--- src/rtl/fmul_pkg.sv ---
package fmul_pkg;
  localparam int EXP_W  = 8;
  localparam int FRAC_W = 23;
  localparam int WORD_W = 1 + EXP_W + FRAC_W;
  localparam int MANT_W = FRAC_W + 1;
  localparam int PROD_W = 2 * MANT_W;
  localparam int LO_W   = FRAC_W;            // bits below the unnormalized LSB
  localparam int UP_W   = PROD_W - LO_W;     // upper field carrying the significand
  localparam int BIAS   = (1 << (EXP_W - 1)) - 1;
  localparam int EXP_MAX = (1 << EXP_W) - 1;
  localparam int ECALC_W = EXP_W + 3;
  localparam logic [WORD_W-1:0] QNAN = {1'b0, {EXP_W{1'b1}}, 1'b1, {(FRAC_W-1){1'b0}}};

  typedef struct packed {
    logic              sign;
    logic [EXP_W-1:0]  expo;
    logic [FRAC_W-1:0] frac;
  } fp_word_t;
endpackage

--- src/rtl/fmul_csa.sv ---
module fmul_csa #(
  parameter int MW = 24,
  localparam int PW = 2 * MW
) (
  input  logic [MW-1:0] ma_i,
  input  logic [MW-1:0] mb_i,
  output logic [PW-1:0] sum_o,
  output logic [PW-1:0] cry_o
);
  for (genvar j = 0; j < MW; j++) begin : g_row
    logic [PW-1:0] pp, s, c;
    assign pp = mb_i[j] ? ({{MW{1'b0}}, ma_i} << j) : '0;
    if (j == 0) begin : g_first
      assign s = pp;
      assign c = '0;
    end else begin : g_next
      logic [PW-1:0] ps, pc;
      assign ps = g_row[j-1].s;
      assign pc = g_row[j-1].c;
      assign s  = ps ^ pc ^ pp;
      assign c  = ((ps & pc) | (ps & pp) | (pc & pp)) << 1;
    end
  end

  assign sum_o = g_row[MW-1].s;
  assign cry_o = g_row[MW-1].c;
endmodule

--- src/rtl/fmul_ks.sv ---
module fmul_ks #(
  parameter int N = 23,
  localparam int LV = (N > 1) ? $clog2(N) : 1
) (
  input  logic [N-1:0] g_i,
  input  logic [N-1:0] p_i,
  output logic [N-1:0] g_o,
  output logic [N-1:0] p_o
);
  for (genvar lv = 0; lv < LV; lv++) begin : g_lvl
    localparam int D = 1 << lv;
    localparam logic [N-1:0] LOWMASK = N'((1 << D) - 1);
    logic [N-1:0] gi, pi, go, po;
    if (lv == 0) begin : g_src
      assign gi = g_i;
      assign pi = p_i;
    end else begin : g_src
      assign gi = g_lvl[lv-1].go;
      assign pi = g_lvl[lv-1].po;
    end
    assign go = gi | (pi & (gi << D));
    assign po = pi & ((pi << D) | LOWMASK);
  end

  assign g_o = g_lvl[LV-1].go;
  assign p_o = g_lvl[LV-1].po;
endmodule

--- src/rtl/fmul_flag_add.sv ---
module fmul_flag_add #(
  parameter int W = 25,
  localparam int N = W - 2
) (
  input  logic [W-1:0] a_i,
  input  logic [W-1:0] b_i,
  output logic [W-1:0] sum0_o,
  output logic [W-1:0] sum1_o,
  output logic [W-1:0] sum2_o
);
  logic [W-1:0] hs, hc, p;
  logic [N-1:0] gb, gp, pp;
  logic [W-2:0] c0, c1, c2;

  // half-adder row: carry LSB is zero, so +2 enters at bit 1
  assign hs = a_i ^ b_i;
  assign hc = {a_i[W-2:0] & b_i[W-2:0], 1'b0};
  assign p  = hs ^ hc;
  assign gb = hs[W-2:1] & hc[W-2:1];

  fmul_ks #(.N(N)) u_ks (
    .g_i(gb),
    .p_i(p[W-2:1]),
    .g_o(gp),
    .p_o(pp)
  );

  // carries into bits W-1..1 for each increment
  assign c0 = {gp, 1'b0};
  assign c1 = {gp | (pp & {N{p[0]}}), p[0]};
  assign c2 = {gp | pp, 1'b1};

  assign sum0_o = {p[W-1:1] ^ c0, p[0]};
  assign sum1_o = {p[W-1:1] ^ c1, ~p[0]};
  assign sum2_o = {p[W-1:1] ^ c2, p[0]};
endmodule

--- src/rtl/fmul_rnd_sel.sv ---
module fmul_rnd_sel (
  input  logic       lo_cy_i,
  input  logic       lo_top_i,
  input  logic       sticky_i,
  input  logic       msb_i,
  input  logic [1:0] up_lo_i,
  output logic [1:0] sel_o
);
  logic rnd_up;

  always_comb begin
    if (!msb_i) begin
      // LSB at up_lo[0], guard = lo_top
      rnd_up = lo_top_i & (sticky_i | up_lo_i[0]);
      sel_o  = 2'({1'b0, lo_cy_i}) + 2'({1'b0, rnd_up});
    end else begin
      // LSB at up_lo[1], guard = up_lo[0]; odd-sum +3 collapses onto +2
      rnd_up = up_lo_i[0] & (lo_top_i | sticky_i | up_lo_i[1]);
      sel_o  = rnd_up ? 2'd2 : {1'b0, lo_cy_i};
    end
  end
endmodule

--- src/rtl/fmul_rne.sv ---
module fmul_rne
  import fmul_pkg::*;
(
  input  logic              clk_i,
  input  logic              rst_ni,
  input  logic [WORD_W-1:0] op_a_i,
  input  logic [WORD_W-1:0] op_b_i,
  output logic [WORD_W-1:0] prod_o
);
  fp_word_t a, b;
  logic a_zero, b_zero, a_inf, b_inf, a_nan, b_nan;
  logic nan_c, inf_c, zero_c, sgn;
  logic [MANT_W-1:0] ma, mb;
  logic [PROD_W-1:0] s_vec, c_vec;
  logic [LO_W-1:0]   lo_sum;
  logic              lo_cy;
  logic [UP_W-1:0]   cand0, cand1, cand2, res;
  logic [1:0]        sel;
  logic              msb, ovf;
  logic [FRAC_W-1:0] frac;
  logic signed [ECALC_W-1:0] e_calc;
  logic [WORD_W-1:0] prod_d;

  assign a = fp_word_t'(op_a_i);
  assign b = fp_word_t'(op_b_i);

  assign a_zero = (a.expo == '0);
  assign b_zero = (b.expo == '0);
  assign a_inf  = (a.expo == EXP_W'(EXP_MAX)) && (a.frac == '0);
  assign b_inf  = (b.expo == EXP_W'(EXP_MAX)) && (b.frac == '0);
  assign a_nan  = (a.expo == EXP_W'(EXP_MAX)) && (a.frac != '0);
  assign b_nan  = (b.expo == EXP_W'(EXP_MAX)) && (b.frac != '0);
  assign nan_c  = a_nan | b_nan | (a_inf & b_zero) | (b_inf & a_zero);
  assign inf_c  = a_inf | b_inf;
  assign zero_c = a_zero | b_zero;
  assign sgn    = a.sign ^ b.sign;

  assign ma = {1'b1, a.frac};
  assign mb = {1'b1, b.frac};

  fmul_csa #(.MW(MANT_W)) u_csa (
    .ma_i (ma),
    .mb_i (mb),
    .sum_o(s_vec),
    .cry_o(c_vec)
  );

  assign {lo_cy, lo_sum} = {1'b0, s_vec[LO_W-1:0]} + {1'b0, c_vec[LO_W-1:0]};

  fmul_flag_add #(.W(UP_W)) u_add (
    .a_i   (s_vec[PROD_W-1:LO_W]),
    .b_i   (c_vec[PROD_W-1:LO_W]),
    .sum0_o(cand0),
    .sum1_o(cand1),
    .sum2_o(cand2)
  );

  // the true upper field is sum plus the low carry
  assign msb = lo_cy ? cand1[UP_W-1] : cand0[UP_W-1];

  fmul_rnd_sel u_sel (
    .lo_cy_i (lo_cy),
    .lo_top_i(lo_sum[LO_W-1]),
    .sticky_i(|lo_sum[LO_W-2:0]),
    .msb_i   (msb),
    .up_lo_i (lo_cy ? cand1[1:0] : cand0[1:0]),
    .sel_o   (sel)
  );

  always_comb begin
    unique case (sel)
      2'd1:    res = cand1;
      2'd2:    res = cand2;
      default: res = cand0;
    endcase
  end

  assign ovf  = ~msb & res[UP_W-1];
  assign frac = msb ? res[UP_W-2:1] : res[FRAC_W-1:0];
  assign e_calc = ECALC_W'(a.expo) + ECALC_W'(b.expo) - ECALC_W'(BIAS)
                + ECALC_W'(msb) + ECALC_W'(ovf);

  always_comb begin
    if (nan_c)                                  prod_d = QNAN;
    else if (inf_c)                             prod_d = {sgn, {EXP_W{1'b1}}, {FRAC_W{1'b0}}};
    else if (zero_c)                            prod_d = {sgn, {(WORD_W-1){1'b0}}};
    else if (e_calc >= ECALC_W'(EXP_MAX))       prod_d = {sgn, {EXP_W{1'b1}}, {FRAC_W{1'b0}}};
    else if (e_calc <= 0)                       prod_d = {sgn, {(WORD_W-1){1'b0}}};
    else                                        prod_d = {sgn, e_calc[EXP_W-1:0], frac};
  end

  always_ff @(posedge clk_i or negedge rst_ni) begin
    if (!rst_ni) prod_o <= '0;
    else         prod_o <= prod_d;
  end

  // checks
  logic [PROD_W-1:0] chk_csa, chk_mul;
  assign chk_csa = s_vec + c_vec;
  assign chk_mul = PROD_W'(ma) * PROD_W'(mb);

  assert_csa_exact_R10: assert property (@(posedge clk_i) disable iff (!rst_ni)
    chk_csa == chk_mul);

  assert_sel_range_R3: assert property (@(posedge clk_i) disable iff (!rst_ni)
    sel != 2'd3);

  assert_nan_canon_R7: assert property (@(posedge clk_i) disable iff (!rst_ni)
    nan_c |=> prod_o == QNAN);

  assert_sign_xor_R9: assert property (@(posedge clk_i) disable iff (!rst_ni)
    !nan_c |=> prod_o[WORD_W-1] == $past(op_a_i[WORD_W-1] ^ op_b_i[WORD_W-1]));

  assert_zero_in_R6: assert property (@(posedge clk_i) disable iff (!rst_ni)
    (zero_c && !nan_c && !inf_c) |=> prod_o[WORD_W-2:0] == '0);

  assert_no_overflow_R4: assert property (@(posedge clk_i) disable iff (!rst_ni)
    (!nan_c && !inf_c && !zero_c && e_calc >= ECALC_W'(EXP_MAX))
      |=> prod_o[WORD_W-2:0] == {{EXP_W{1'b1}}, {FRAC_W{1'b0}}});

  assert_flush_R5: assert property (@(posedge clk_i) disable iff (!rst_ni)
    (!nan_c && !inf_c && !zero_c && e_calc <= 0) |=> prod_o[WORD_W-2:0] == '0);
endmodule

--- config.mk ---
export PLATFORM = sky130hd
export DESIGN_NAME = fmul_rne
export DESIGN_NICKNAME = d
export VERILOG_FILES = /design/src/rtl/fmul_pkg.sv /design/src/rtl/fmul_csa.sv /design/src/rtl/fmul_ks.sv /design/src/rtl/fmul_flag_add.sv /design/src/rtl/fmul_rnd_sel.sv /design/src/rtl/fmul_rne.sv
export SDC_FILE = /design/constraint.sdc
export NUM_CORES = 1
export LEC_CHECK = 0
export ABC_AREA = 0
export BUFFER_PORTS_ARGS = -buffer_cell sky130_fd_sc_hd__clkbuf_2
export CAP_MARGIN = 20
export CORE_ASPECT_RATIO = 1.5
export CORE_MARGIN = 1.5
export CORE_UTILIZATION = 40
export DETAILED_ROUTE_END_ITERATION = 8
export RECOVER_POWER = 25
export SKIP_LAST_GASP = 1
export SYNTH_ARGS = -nofsm -noshare
export SYNTH_HDL_FRONTEND = slang
export SYNTH_SLANG_ARGS = --single-unit
--- constraint.sdc ---
create_clock -name clk_i -period 0.8 [get_ports clk_i]
set_input_delay 0.08 -clock clk_i [delete_from_list [all_inputs] [get_ports clk_i]]
set_output_delay 0.08 -clock clk_i [all_outputs]
set_load 0.005 [all_outputs]
======== Yosys cells after proc, flatten, opt, wreduce, memory -nomap -nowiden ========
Cells that the tools add are included.
storage, ports and cells
  bits in registers ....................... 32
  input bits .............................. 66
  output and inout port bits .............. 32
  word-level logic and storage cells ...... 255
cells by class
  add/sub/neg operators ................... 6
  $lt $le $gt $ge ......................... 2
  equality and inequality tests ........... 4
  mux-type cells .......................... 34
  bitwise operators ....................... 197
  reduce and logical (&&, ||, !) cells .... 11
operator list
  cell              number
  $and 47x47->47    56
  $or 47x47->47     44
  $xor 48x48->48    22
  $and 23x23->23    12
  $or 23x23->23     7
  $mux 31           5
  $and 47x42->47    2
  $and 47x43->47    2
  $and 47x44->47    2
  $and 47x45->47    2
  $and 47x46->47    2
  $xor 24x24->24    3
  $mux 32           2
  $pmux 25 s2       1
  $xor 25x25->25    2
  $xor 48x26->48    1
  $xor 48x27->48    1
  $xor 48x28->48    1
  $xor 48x29->48    1
  $xor 48x30->48    1
  $xor 48x31->48    1
  $xor 48x32->48    1
  $xor 48x33->48    1
  $xor 48x34->48    1
  60 further kinds  81

======== Depth between registers and ports, before layout ========
  word-level depth ........................ 97
  gate-level depth with buffers ........... 54
  mapped depth without buffers ............ 49

======== Hierarchy ========
A second synthesis with hierarchy kept.
second synthesis, totals
  cells, all modules ...................... 2211
  area, all modules ....................... 21115.3 um2
by module, submodules not included
  module         times used  cells each  area each (um2)  sequential area each (um2)
  fmul_csa       1           1415        14709.1          0.0
  fmul_rne       1           494         4147.7           800.8
  fmul_flag_add  1           172         1483.9           0.0
  fmul_ks        1           123         716.9            0.0
  fmul_rnd_sel   1           7           57.6             0.0

======== Worst setup path after synthesis ========
OpenSTA, ideal clock, no wires.
  kind .................................... input port to flip-flop
  start point ............................. input op_b_i[2]
  end point ............................... register prod_o[21]
  library setup time ...................... 111 ps
  data arrival time ....................... 16178 ps
  required time ........................... 689 ps
  setup slack ............................. -15489 ps
  stages .................................. 52
  buffers on the path ..................... 5
  cells stage by stage .................... clkbuf_1 -> clkbuf_1 -> nand2_1 -> fa_1 -> fa_1 -> fa_1 -> fa_1 -> fa_1 -> fa_1 -> fa_1 -> fa_1 -> fa_1 -> fa_1 -> fa_1 -> fa_1 -> fa_1 -> fa_1 -> fa_1 -> [... 16 more ...] -> a21o_1 -> and3_4 -> a211oi_2 -> clkbuf_1 -> clkbuf_1 -> xnor2_1 -> ha_1 -> o21bai_1 -> ha_1 -> nor2b_1 -> and2_0 -> clkbuf_1 -> o2111ai_2 -> nor4_2 -> nor3_1 -> a31o_1 -> or4_4 -> a2111oi_2
between the ends
  longest elaborated chain between the ends .. 92
  elaborated cells between the ends (all ways) .. 215
  classes of those cells .................. add/sub (4); order compare (2); eq/ne (2); mux (12); bitwise (190); reduce/logical (5)
ends and longest elaborated chain
  what                                                                     line            source
  start: declaration                                                       fmul_rne.sv:7   input logic [WORD_W-1:0] op_b_i,
  parallel branches: the longest is 91 deep, another holds $and 47x47->47  -
  $mux 32 (*)                                                              fmul_rne.sv:84  if (nan_c) prod_d = QNAN;
  named net prod_d[21]                                                     fmul_rne.sv:22  logic [WORD_W-1:0] prod_d;
  end signal: assignment                                                   fmul_rne.sv:94  else prod_o <= prod_d;
  end: declaration                                                         fmul_rne.sv:8   output logic [WORD_W-1:0] prod_o
Mark *: on every way through the listed nets, which the timed path passes.

======== Worst setup path after layout ========
  start point ............................. input op_b_i[1]
  end point ............................... register prod_o[1]
between the ends
  longest elaborated chain between the ends .. 93
  elaborated cells between the ends (all ways) .. 219
  classes of those cells .................. add/sub (4); order compare (2); eq/ne (2); mux (12); bitwise (194); reduce/logical (5)
ends and longest elaborated chain
  what                                                                     line
  parallel branches: the longest is 92 deep, another holds $and 47x47->47  -
  $mux 32 (*)                                                              fmul_rne.sv:84
  named net prod_d[1]                                                      fmul_rne.sv:22
Marked as above.

==> results <==
- Using the TritonRoute via totals, the vias-per-cell ratio works out to 5.05.
- The clock tree from TritonCTS is done.
- Counting instances, the worst hold path has a depth of 3.
- The worst hold path begins at op_a_i[31].
- The initial standard-cell utilization of the core is between 40% and 50%.
- Clock-pin slew was measured on the worst setup and hold paths at 0.05 ns.
- The minimum period implied by the final worst setup slack is about 15 ns.
- Setup violations remaining at the end of the flow were counted as between 60 and 70.
- The post-route worst setup slack is -14.69 ns.
- For this run, design rule violations remaining after detail routing come to 0.
- The number of antenna diodes in the final layout is 0.
- Wires add up to 46000 um.
- The number of antenna violations at the first check in global routing is 1.
- Clock tree synthesis found a total of 32 sinks.
- The number of violations reported at the end of detailed-routing iteration 0 is 370.
- Measured on the finished design, the core utilization comes to 49.6%.
- The transition time at the pin with the least slew margin is 0.504 ns.
- Sorting the synthesized cells by area gives the leading types as sky130_fd_sc_hd__fa_1 (55%), sky130_fd_sc_hd__nand2_1 (10%), sky130_fd_sc_hd__ha_1 (5.8%), sky130_fd_sc_hd__inv_1 (4.7%), sky130_fd_sc_hd__dfrtp_1 (4.3%).
- Registers take approximately 800 um2.
- The category of the worst setup path launch point is an input pin.
- The maximum level of the CTS H-tree is 2.
- Derived from the worst setup path, the maximum achievable clock frequency is 64.6 MHz.
- In this design, the stage delay of the slowest critical-path cell is 0.58 ns.
- The first-pass GRT wire length is 79400 um.
- The critical path runs through a total of approximately 50 cells.
- The summed instance area of the synthesized netlist is between 15000 and 20000 um2.
- The final weighted congestion of routability-driven global placement is 0.876.
- The overall global routing resource usage is 20.4%.
- The commonest cells after synthesis are sky130_fd_sc_hd__fa_1 (509), sky130_fd_sc_hd__nand2_1 (502), sky130_fd_sc_hd__inv_1 (231).
- The highest-delay cell along the critical path is sky130_fd_sc_hd__fa_2.
- After legalization and detailed placement, the total HPWL measured between 40000 and 50000 um.
- The type of destination of the critical path is a flop.
- In the final layout, the registers with the most flip-flops are prod_o (32).
- The most used flip-flop cell after synthesis is sky130_fd_sc_hd__dfrtp_1.
- The I/O pin count is 98.
- The final hold slack is about 0.056 ns.
- The number of buffers and inverters on the critical path is 5.
- In the final layout, the multi-input gates occupy about 17000 um2.
- The final route contains 14700 vias.
- Of all nets on the critical path, the largest fanout is 21.
- A synthesized cell averages 9.31 um2.
- No sink is reached through more buffers than the 2 on the longest clock path.
- The synthesized flop and latch total is 32.
- Counting flops with a built-in enable in the synthesized netlist gives 0.
- The area growth from synthesis to layout is 22.3%.
- STA puts the critical path data required time at 0.98 ns.
- The die area is 47900 um2.
- The final number of hold-violating endpoints is 0.
- The total number of nets in the final design is between 2000 and 3000.
- The library cell with the highest instance count after synthesis is sky130_fd_sc_hd__fa_1.
- The data arrival time of the critical path is 15.67 ns.
- Clock tree synthesis selected as its root buffer the cell sky130_fd_sc_hd__clkbuf_16.
- The family with the most delay on the worst path is adder cells.
- Global routing finished with a remaining overflow of 0.
- The first detailed-routing pass ran for 6 iterations.
- The max-slew violation count is 0.
- The number of flip-flops under the largest register name is 32.
- The net count after synthesis is 2661.
- The critical path is of the in -> reg type.
- The number of inserted filler cells in the final layout is between 4000 and 5000.
- The count of yosys warnings during synthesis is 0.
- The pin count of the biggest net entering global routing is 45.
- The sink of the worst hold path is prod_o[31].
- The library cell occupying the most area in the post-synthesis netlist is sky130_fd_sc_hd__fa_1.
- The number of distinct library cells after synthesis is 78.
- The TritonCTS buffer count is 5.
- The number of buffers inserted by port buffering is 97.
- In the synthesized netlist, the number of instances is 2000.
- The checks that failed: setup timing.
- The post-synthesis async set-or-reset flop share is 100%.
- The path class of the tightest hold or removal check is in -> reg.
- Setup repair after global routing could not meet its margin everywhere.
- The register bank with the most flops is prod_o.
- The count of nets left with antenna violations once routing finished came out at 0.
- The most repeated library cell on the critical path is sky130_fd_sc_hd__fa_2.
- The number of global-route vias before repair was between 15000 and 20000.
- The standard cell core area is approximately 46000 um2.
- The fraction of layout cells with a size suffix above 1 is 25.0%.
- The number of cell rows is 96.
- For this run, the register share of the synthesized area comes to 4.30%.
- The routed wirelength normalized by instance count is 15.8 um.
- The die is 179 um wide.
- Of the available clock period, the critical path in the final layout requires 1940%.
- The number of max-capacitance violations reported is 0.
- The die height is between 200 and 300 um.
- The run finished, with violations left.
- The worst pin sits at a relative slew slack of 66.1%.
- The top cell type's share of synthesized area is a little over half.
-- tightest hold or removal path: cells and delay by family --
family	cells	cell delay, ns
XOR/XNOR	1	0.05
buffers and inverters	1	0.08
AND/OR/NAND/NOR	1	0.07
-- metal layers --
layer	vias to the layer above	global-route usage [%]	part of all wire, %
met1	7654	23.2	39
met3	43	0.738	1.7
met5	-	0	0.030
li1	6810	-	-
met2	162	41.4	57
met4	2	3.77	1.8
-- cell usage in the layout (no fill, tap or decap), types with 6 or more instances in the layout --
cell / n
sky130_fd_sc_hd__buf_12: 9
sky130_fd_sc_hd__nor4_1: 12
sky130_fd_sc_hd__a211oi_2: 7
sky130_fd_sc_hd__buf_6: 8
sky130_fd_sc_hd__fa_2: 44
sky130_fd_sc_hd__nand2_1: 500
sky130_fd_sc_hd__nor3_1: 18
sky130_fd_sc_hd__nand4_1: 20
sky130_fd_sc_hd__a211oi_1: 8
sky130_fd_sc_hd__a21oi_1: 44
sky130_fd_sc_hd__a31oi_1: 13
sky130_fd_sc_hd__xor2_1: 11
sky130_fd_sc_hd__ha_4: 6
sky130_fd_sc_hd__a21o_1: 18
sky130_fd_sc_hd__clkbuf_16: 8
sky130_fd_sc_hd__o21ai_0: 26
sky130_fd_sc_hd__nor2_1: 76
sky130_fd_sc_hd__inv_1: 225
sky130_fd_sc_hd__nand3_1: 15
sky130_fd_sc_hd__o21ai_1: 7
sky130_fd_sc_hd__fa_1: 465
sky130_fd_sc_hd__dfrtp_1: 32
sky130_fd_sc_hd__and2_1: 74
sky130_fd_sc_hd__buf_4: 330
sky130_fd_sc_hd__clkbuf_2: 89
sky130_fd_sc_hd__xnor2_1: 17
sky130_fd_sc_hd__ha_1: 79
-- how the worst max path moves through the flow --
stage | startpoint | end | slack, ns
CTS | op_b_i[1] | prod_o[1] | -14.63
global placement | op_b_i[1] | prod_o[1] | -14.99
finish | op_b_i[1] | prod_o[1] | -14.69
floorplan | op_b_i[1] | prod_o[21] | -14.94
global route | op_b_i[1] | prod_o[1] | -15.09
detailed placement | op_a_i[21] | prod_o[1] | -15.36
-- stage by stage --
| step | setup slack (ns) | instance area (um2) | TNS, ns | std cells |
|---|---|---|---|---|
| floorplan | -14.94 | 18700 | -457.85 | 2000 |
| global placement | -14.99 | 21900 | -460.98 | 2883 |
| detailed placement | -15.36 | 21900 | -472.08 | 2883 |
| CTS | -14.63 | 22500 | -449.65 | 2899 |
| global route | -15.09 | 22800 | -464.68 | 2906 |
| finish | -14.69 | 22800 | -451.74 | 2906 |
-- timing repair --
action | 4_1_cts | 5_1_grt
resized for setup | 92 | 55
endpoints found under the hold margin | 32 | 0
buffers inserted | 7 | 8
hold buffers | 1 | 0
gates cloned | 0 | 0
setup endpoints to repair | 64 | 64
pin swaps | 20 | 15
-- kinds of logic (layout without fill, tap and decap cells) --
family,Yosys count,count (layout),share of synthesized area (%)
simple gates,779,779,18.5
fa+ha+maj,595,595,60.5
buf+inv,370,688,7.66
compound gates,191,191,7.39
flops,32,32,4.30
xor+xnor,31,31,1.54
mux,2,2,0.108
-- layout make-up --
| cell class | count | area share [%] |
|---|---|---|
| multi-input combinational | 1598 | 74.0 |
| inverter | 232 | 3.84 |
| timing repair buffer | 448 | 14.7 |
| clock inverter | 3 | 0.187 |
| tap | 588 | 3.23 |
| sequential | 32 | 3.52 |
| clock buffer | 5 | 0.550 |
Power is left out: the tool's default activity adds up to more than one toggle a clock period on the data nets, which glitch-free logic cannot reach.
